==> src/rtl/gpio_pkg.sv <==
package gpio_pkg;
  typedef enum logic [1:0] {
    SRC_GPIO  = 2'b00,
    SRC_TIMER = 2'b01,
    SRC_LCD   = 2'b10
  } pin_src_e;

  localparam int unsigned OFS_INPUT = 1;
  localparam int unsigned OFS_DIR   = 2;
endpackage

==> src/rtl/gpio_rst_sync.sv <==
module gpio_rst_sync #(
  parameter int STAGES = 2
) (
  input  logic clk,
  input  logic rst_n,
  output logic rst_n_sync
);
  logic [STAGES-1:0] chain_q;
  logic [STAGES-1:0] chain_d;

  always_comb chain_d = {chain_q[STAGES-2:0], 1'b1};

  always_ff @(posedge clk or negedge rst_n) begin
    if (!rst_n) chain_q <= '0;
    else        chain_q <= chain_d;
  end

  assign rst_n_sync = chain_q[STAGES-1];
endmodule

==> src/rtl/gpio_in_sync.sv <==
module gpio_in_sync #(
  parameter int WIDTH  = 8,
  parameter int STAGES = 2
) (
  input  logic             clk,
  input  logic [WIDTH-1:0] pin_raw,
  output logic [WIDTH-1:0] pin_sync
);
  // No reset: these flops only mirror the live pin levels.
  logic [WIDTH-1:0] stage_q [STAGES];

  always_ff @(posedge clk) stage_q[0] <= pin_raw;

  for (genvar s = 1; s < STAGES; s++) begin : g_stage
    always_ff @(posedge clk) stage_q[s] <= stage_q[s-1];
  end

  assign pin_sync = stage_q[STAGES-1];
endmodule

==> src/rtl/gpio_dir_reg.sv <==
module gpio_dir_reg #(
  parameter int WIDTH = 8
) (
  input  logic             clk,
  input  logic             rst_n,
  input  logic             wr_en,
  input  logic [WIDTH-1:0] wdata,
  output logic [WIDTH-1:0] dir_q
);
  logic [WIDTH-1:0] dir_d;

  always_comb begin
    dir_d = dir_q;
    if (wr_en) dir_d = wdata;
  end

  always_ff @(posedge clk or negedge rst_n) begin
    if (!rst_n) dir_q <= '0;
    else        dir_q <= dir_d;
  end

  // without a decoded write the register keeps its value
  assert_dir_hold_R10: assert property (@(posedge clk) disable iff (!rst_n)
    !wr_en |=> $stable(dir_q));
  assert_dir_write_R5: assert property (@(posedge clk) disable iff (!rst_n)
    wr_en |=> dir_q == $past(wdata));
endmodule

==> src/rtl/gpio_pin_arbiter.sv <==
module gpio_pin_arbiter
  import gpio_pkg::*;
(
  input  logic     lcd_own,
  input  logic     oc_own,
  input  logic     dir_bit,
  input  logic     pin_lvl,
  output logic     oe,
  output pin_src_e src,
  output logic     rd_bit
);
  always_comb begin
    oe     = dir_bit;
    src    = SRC_GPIO;
    rd_bit = pin_lvl;
    if (lcd_own) begin
      oe     = 1'b0;
      src    = SRC_LCD;
      rd_bit = 1'b1;
    end else if (oc_own) begin
      oe  = 1'b1;
      src = SRC_TIMER;
    end
  end
endmodule

==> src/rtl/gpio_override_port.sv <==
module gpio_override_port
  import gpio_pkg::*;
#(
  parameter int WIDTH       = 8,
  parameter int ADDR_W      = 4,
  parameter int SYNC_STAGES = 2
) (
  input  logic               clk,
  input  logic               rst_n,
  input  logic [ADDR_W-1:0]  bus_addr,
  input  logic               bus_we,
  input  logic [WIDTH-1:0]   bus_wdata,
  output logic [WIDTH-1:0]   bus_rdata,
  input  logic               lcd_module_en,
  input  logic [WIDTH-1:0]   lcd_seg_en,
  input  logic               tmr_module_en,
  input  logic [WIDTH-1:0]   tmr_oc_en,
  input  logic [WIDTH-1:0]   pin_in,
  output logic [WIDTH-1:0]   pin_oe,
  output logic [2*WIDTH-1:0] pin_src
);
  localparam logic [ADDR_W-1:0] ADDR_INPUT = ADDR_W'(OFS_INPUT);
  localparam logic [ADDR_W-1:0] ADDR_DIR   = ADDR_W'(OFS_DIR);

  logic             rst_n_sync;
  logic [WIDTH-1:0] pin_sync;
  logic [WIDTH-1:0] dir_q;
  logic [WIDTH-1:0] rd_view;
  logic             dir_wr;
  logic [WIDTH-1:0] lcd_own;
  logic [WIDTH-1:0] oc_own;

  gpio_rst_sync #(.STAGES(2)) u_rst (
    .clk(clk), .rst_n(rst_n), .rst_n_sync(rst_n_sync));

  gpio_in_sync #(.WIDTH(WIDTH), .STAGES(SYNC_STAGES)) u_sync (
    .clk(clk), .pin_raw(pin_in), .pin_sync(pin_sync));

  always_comb dir_wr = bus_we && (bus_addr == ADDR_DIR);

  gpio_dir_reg #(.WIDTH(WIDTH)) u_dir (
    .clk(clk), .rst_n(rst_n_sync), .wr_en(dir_wr),
    .wdata(bus_wdata), .dir_q(dir_q));

  always_comb begin
    lcd_own = lcd_module_en ? lcd_seg_en : '0;
    oc_own  = tmr_module_en ? tmr_oc_en  : '0;
  end

  for (genvar i = 0; i < WIDTH; i++) begin : g_pin
    pin_src_e src_i;

    gpio_pin_arbiter u_arb (
      .lcd_own(lcd_own[i]), .oc_own(oc_own[i]), .dir_bit(dir_q[i]),
      .pin_lvl(pin_sync[i]), .oe(pin_oe[i]), .src(src_i),
      .rd_bit(rd_view[i]));

    assign pin_src[2*i +: 2] = src_i;

    assert_lcd_drops_oe_R7: assert property (@(posedge clk) disable iff (!rst_n_sync)
      (lcd_module_en && lcd_seg_en[i]) |-> !pin_oe[i]);
    assert_oc_forces_out_R8: assert property (@(posedge clk) disable iff (!rst_n_sync)
      (tmr_module_en && tmr_oc_en[i] && !(lcd_module_en && lcd_seg_en[i])) |-> pin_oe[i]);
    assert_lcd_wins_R9: assert property (@(posedge clk) disable iff (!rst_n_sync)
      (lcd_module_en && lcd_seg_en[i] && tmr_module_en && tmr_oc_en[i])
        |-> pin_src[2*i +: 2] == SRC_LCD);
    assert_lcd_reads_one_R2: assert property (@(posedge clk) disable iff (!rst_n_sync)
      (lcd_module_en && lcd_seg_en[i] && bus_addr == ADDR_INPUT) |-> bus_rdata[i]);
  end

  always_comb begin
    bus_rdata = '0;
    if (bus_addr == ADDR_INPUT)    bus_rdata = rd_view;
    else if (bus_addr == ADDR_DIR) bus_rdata = dir_q;
  end

  assert_unmapped_zero_R10: assert property (@(posedge clk) disable iff (!rst_n_sync)
    (bus_addr != ADDR_INPUT && bus_addr != ADDR_DIR) |-> bus_rdata == '0);
endmodule

==> config.mk <==
export PLATFORM = sky130hd
export DESIGN_NAME = gpio_override_port
export DESIGN_NICKNAME = d
export VERILOG_FILES = /design/src/rtl/gpio_pkg.sv /design/src/rtl/gpio_rst_sync.sv /design/src/rtl/gpio_in_sync.sv /design/src/rtl/gpio_dir_reg.sv /design/src/rtl/gpio_pin_arbiter.sv /design/src/rtl/gpio_override_port.sv
export SDC_FILE = /design/constraint.sdc
export NUM_CORES = 1
export LEC_CHECK = 0
export ABC_CLOCK_PERIOD_IN_PS = 800
export BUFFER_PORTS_ARGS = -buffer_cell sky130_fd_sc_hd__buf_4
export CAP_MARGIN = 30
export CORE_ASPECT_RATIO = 1.75
export CORE_MARGIN = 1
export CORE_UTILIZATION = 37
export DETAILED_ROUTE_END_ITERATION = 6
export HOLD_SLACK_MARGIN = 0.15
export PLACE_DENSITY = 0.75
export SLEW_MARGIN = 30
export SYNTH_ARGS = -nofsm -noshare
export SYNTH_HDL_FRONTEND = slang
export SYNTH_SLANG_ARGS = --single-unit
==> constraint.sdc <==
create_clock -name clk -period 0.8 [get_ports clk]
set_input_delay 0 -clock clk [delete_from_list [all_inputs] [get_ports clk]]
set_output_delay 0 -clock clk [all_outputs]
set_load 0.005 [all_outputs]
==> results_tabular.tex <==
\begin{tabular}{lr}
\hline
Metric & Value \\
\hline
\multicolumn{2}{l}{\textbf{Outcome}} \\
\quad Run status & finished, violations left \\
\quad Failing checks & DRC, setup timing \\
\multicolumn{2}{l}{\textbf{Logic synthesis}} \\
\quad Cells taking the most area after synthesis & dfxtp\_1 (29\%), dfrtp\_1 (22\%), buf\_4 (11\%) \\
\quad Synthesized-area fraction occupied by and/or/nand/nor cells & 0.219 \\
\quad Synthesized area per cell & 9.27 um\^{}2 \\
\quad Post-synthesis net count & approximately 160 \\
\quad Most used standard cell by instance count after synthesis & nor2\_1 \\
\quad Xor-xnor portion of the synthesized cell area & 0 \\
\quad Multiplexer share of the synthesized area & 0.0804 \\
\quad Mapped Cells & 121 \\
\quad Cell taking the most area after synthesis & dfxtp\_1 \\
\quad Count of flip-flops with a built-in enable after synthesis & 0 \\
\quad Post-Synth Adder-Cell Area & 0 \\
\quad Part of the Yosys area used for sequential elements & 0.509 \\
\quad Cell area after synthesis & between 0.001 and 0.0015 mm\^{}2 \\
\quad Largest family of logic cells by synthesized area & simple AND/OR/NAND/NOR gates \\
\quad Yosys top cell area share & 0.286 \\
\quad Async set-or-reset flop fraction in the synthesized netlist & 0.385 \\
\quad Primary FF master, synth & dfxtp\_1 \\
\quad Count of state elements after synthesis & 26 \\
\quad Post-synthesis compound-gate area fraction & 0.0714 \\
\quad Count of synthesis-stage warnings from yosys & 0 \\
\quad Leading post-synthesis cells by instance count & nor2\_1 (24), buf\_4 (16), dfxtp\_1 (16), nand2\_1 (16), dfrtp\_1 (10) \\
\quad Number of distinct library cells after synthesis & 14 \\
\multicolumn{2}{l}{\textbf{Timing}} \\
\quad Final sum of negative setup slack & -3.03 ns \\
\quad Count of final max-slew check failures & 0 \\
\quad Final-report setup violation count & 18 \\
\quad Unrepaired setup endpoints after global routing & true \\
\quad Final critical-path share of the clock period & 1.28 \\
\quad Fin worst setup slack & -0.225 ns \\
\quad Tmin final & roughly 1.0 ns \\
\quad Hold WS & 0.131 ns \\
\quad Final worst clock skew & 0.00518 ns \\
\quad FMAX & 976 MHz \\
\quad Fin. Hold Viols & 0 \\
\multicolumn{2}{l}{\textbf{Floorplan}} \\
\quad Number of placement rows & 26 \\
\quad Initial standard-cell utilization of the core & 0.387 \\
\quad Die width & 43.6 um \\
\quad Area enclosed by the die boundary & 0.00326 mm\^{}2 \\
\quad Y dimension of the die & 74.8 um \\
\quad Total I/O pin count & 73 \\
\quad Core footprint & 0.00290 mm\^{}2 \\
\multicolumn{2}{l}{\textbf{Clock tree}} \\
\quad Clock-pin slew on the worst setup and hold paths & 0.08 ns \\
\quad TritonCTS clock tree & done \\
\quad CTS sink count & 26 \\
\quad Root Driver & clkbuf\_8 \\
\quad Depth of the CTS H-tree & 1 \\
\quad Maximum clock insertion buffer count & 2 \\
\quad Hold Buf Count CTS & 18 \\
\quad Skew-Pair Late Insertion Delay & between 0.2 and 0.3 ns \\
\quad Total clock buffers created by CTS & 3 \\
\multicolumn{2}{l}{\textbf{Run}} \\
\quad Max cap viols & 0 \\
\multicolumn{2}{l}{\textbf{Critical path}} \\
\quad CP Data Required Time & 0.80 ns \\
\quad Critical path capture point type & output port \\
\quad Largest fanout on the critical path & 8 \\
\quad Crit path cell chain & buf\_6, or4b\_4, o21ai\_1, buf\_4 \\
\quad Worst stage delay on the critical path & 0.63 ns \\
\quad Setup CP Type & input port to output port \\
\quad Kind of launch point of the worst setup path & input port \\
\quad Critical Path Slowest Stage Cell & or4b\_4 \\
\quad Endpoint arrival time on the critical path & a little over 1 ns \\
\multicolumn{2}{l}{\textbf{GRT}} \\
\quad Grt total ovfl & 0 \\
\quad Via count of the first global-routing pass & 1045 \\
\quad First-pass GRT wire length & $\sim$4200 um \\
\quad Largest net degree at the start of global routing & 17 \\
\quad Initial antenna violation count & 0 \\
\quad Total Routing Usage GR & 0.170 \\
\multicolumn{2}{l}{\textbf{Power and ir drop}} \\
\quad P per Cell Area & 1760 mW/mm\^{}2 \\
\quad Static power due to leakage & around 0.95 nW \\
\quad Final Power & 3.39 mW \\
\quad Worst voltage drop across the vdd grid & 1.80 mV \\
\multicolumn{2}{l}{\textbf{Cells and area}} \\
\quad Filler cell count & 250 \\
\quad Final Instance Area & 0.00193 mm\^{}2 \\
\quad Post-layout net count & 242 \\
\quad Area grow syn2layout & 72.2\% \\
\quad Antenna fix cells & 0 \\
\quad Fraction of final layout cells with drive strength greater than 1 & 0.530 \\
\quad Cell Count, Final, Fillers Out & $\sim$230 \\
\quad Utilization after layout & 0.667 \\
\multicolumn{2}{l}{\textbf{Drt}} \\
\quad Total number of vias & 1102 \\
\quad Via-to-Cell Ratio & 4.83 \\
\quad TritonRoute pass-1 iters & 7 \\
\quad First DRT Iteration DRCs & 19 \\
\quad DR WL/cell & 12.9 um \\
\quad Post-DRT Antenna Nets & 0 \\
\quad Total wirelength of the detailed-routed design & slightly below 3000 um \\
\quad Residual DRC count & 6 \\
\multicolumn{2}{l}{\textbf{Worst hold path}} \\
\quad Worst min-delay path category & flop to asynchronous set/reset pin \\
\multicolumn{2}{l}{\textbf{Placed design}} \\
\quad Dpl ws & -0.283 ns \\
\quad Post-detailed-placement cell area & around 0.0016 mm\^{}2 \\
\quad Cell total after placement & 204 \\
\quad Count of port buffers added during placement & between 70 and 80 \\
\quad Weighted congestion at the end of routability-driven global placement & 0.736 \\
\quad DP HPWL & 2230 um \\
\hline
\end{tabular}
## per-layer routing
metal	part of all wire	wire length, um	global-route usage	vias to the layer above
met5	0	0	0	-
met4	0.010	30	0.0729	0
met3	0.050	149	0.0240	4
met2	0.60	1760	0.315	41
met1	0.34	1010	0.188	520
li1	-	-	-	537
## worst paths after layout
| kind | startpoint | end | slack (ns) | cells past startpoint |
|---|---|---|---|---|
| max | bus_addr[2] | bus_rdata[0] | -0.22 | 4 |
| min | u_rst.chain_q[1] | u_dir.dir_q[2] | 0.13 | 0 |
| max reg2reg | u_dir.dir_q[0] | u_dir.dir_q[0] | -0.11 | 2 |
| min reg2reg | u_rst.chain_q[1] | u_dir.dir_q[2] | 0.13 | 0 |
| max in group asynchronous | rst_n | u_rst.chain_q[1] | 0.08 | 3 |
| min in group clk | bus_we | u_dir.dir_q[2] | 0.13 | 3 |
## timing repair
item / CTS / global route
pin swaps: 5 / 5
setup endpoints to repair: 16 / 24
hold endpoints to repair: 18 / 8
setup buffers: 2 / 1
cloned: 0 / 0
gates resized for setup: 8 / 8
## logic make-up (layout without fill, tap and decap cells)
| family | after synthesis | after routing |
|---|---|---|
| AO/OA/AOI/OAI | 16 | 16 |
| other | 1 | 1 |
| flip-flops | 26 | 26 |
| buffers and inverters | 19 | 98 |
| AND/OR/NAND/NOR | 51 | 51 |
| multiplexers | 8 | 8 |
## state kept, by name, summed over array words and instances, names as in the netlist
name	count
u_sync.stage_q	16
u_dir.dir_q	8
u_rst.chain_q	2
## power breakdown
part / internal (mW) / switching, mW
registers: 1.44 / 0.116
clock network: 0.668 / 0.360
logic: 0.524 / 0.283
total: 2.63 / 0.759
## cells in the final DEF, fill, tap and decap left out, drive strengths merged
master        n
dfxtp        16
dlygate4sd3  18
and2          8
o21ai         8
a21oi         8
clkbuf        3
dfrtp        10
bufinv        1
buf          76
nor4b         1
conb          1
or4b          1
nand2        17
mux2          8
nor2         24
## critical path, delay by kind of cell
kind,cells,cell delay [ns]
AO/OA/AOI/OAI,1,0.17
buffers and inverters,2,0.23
AND/OR/NAND/NOR,1,0.63
## cell type report
type / instances / area (um^2) / share of cell area
clock buffer: 3 / 41.3 / 0.0214
clock inverter: 1 / 30.0 / 0.0156
multi-input combinational: 76 / 492 / 0.255
sequential: 26 / 571 / 0.296
tap: 28 / 35.0 / 0.0181
timing repair buffer: 94 / 762 / 0.395
Note: power is estimated with default switching activity, not from simulation.
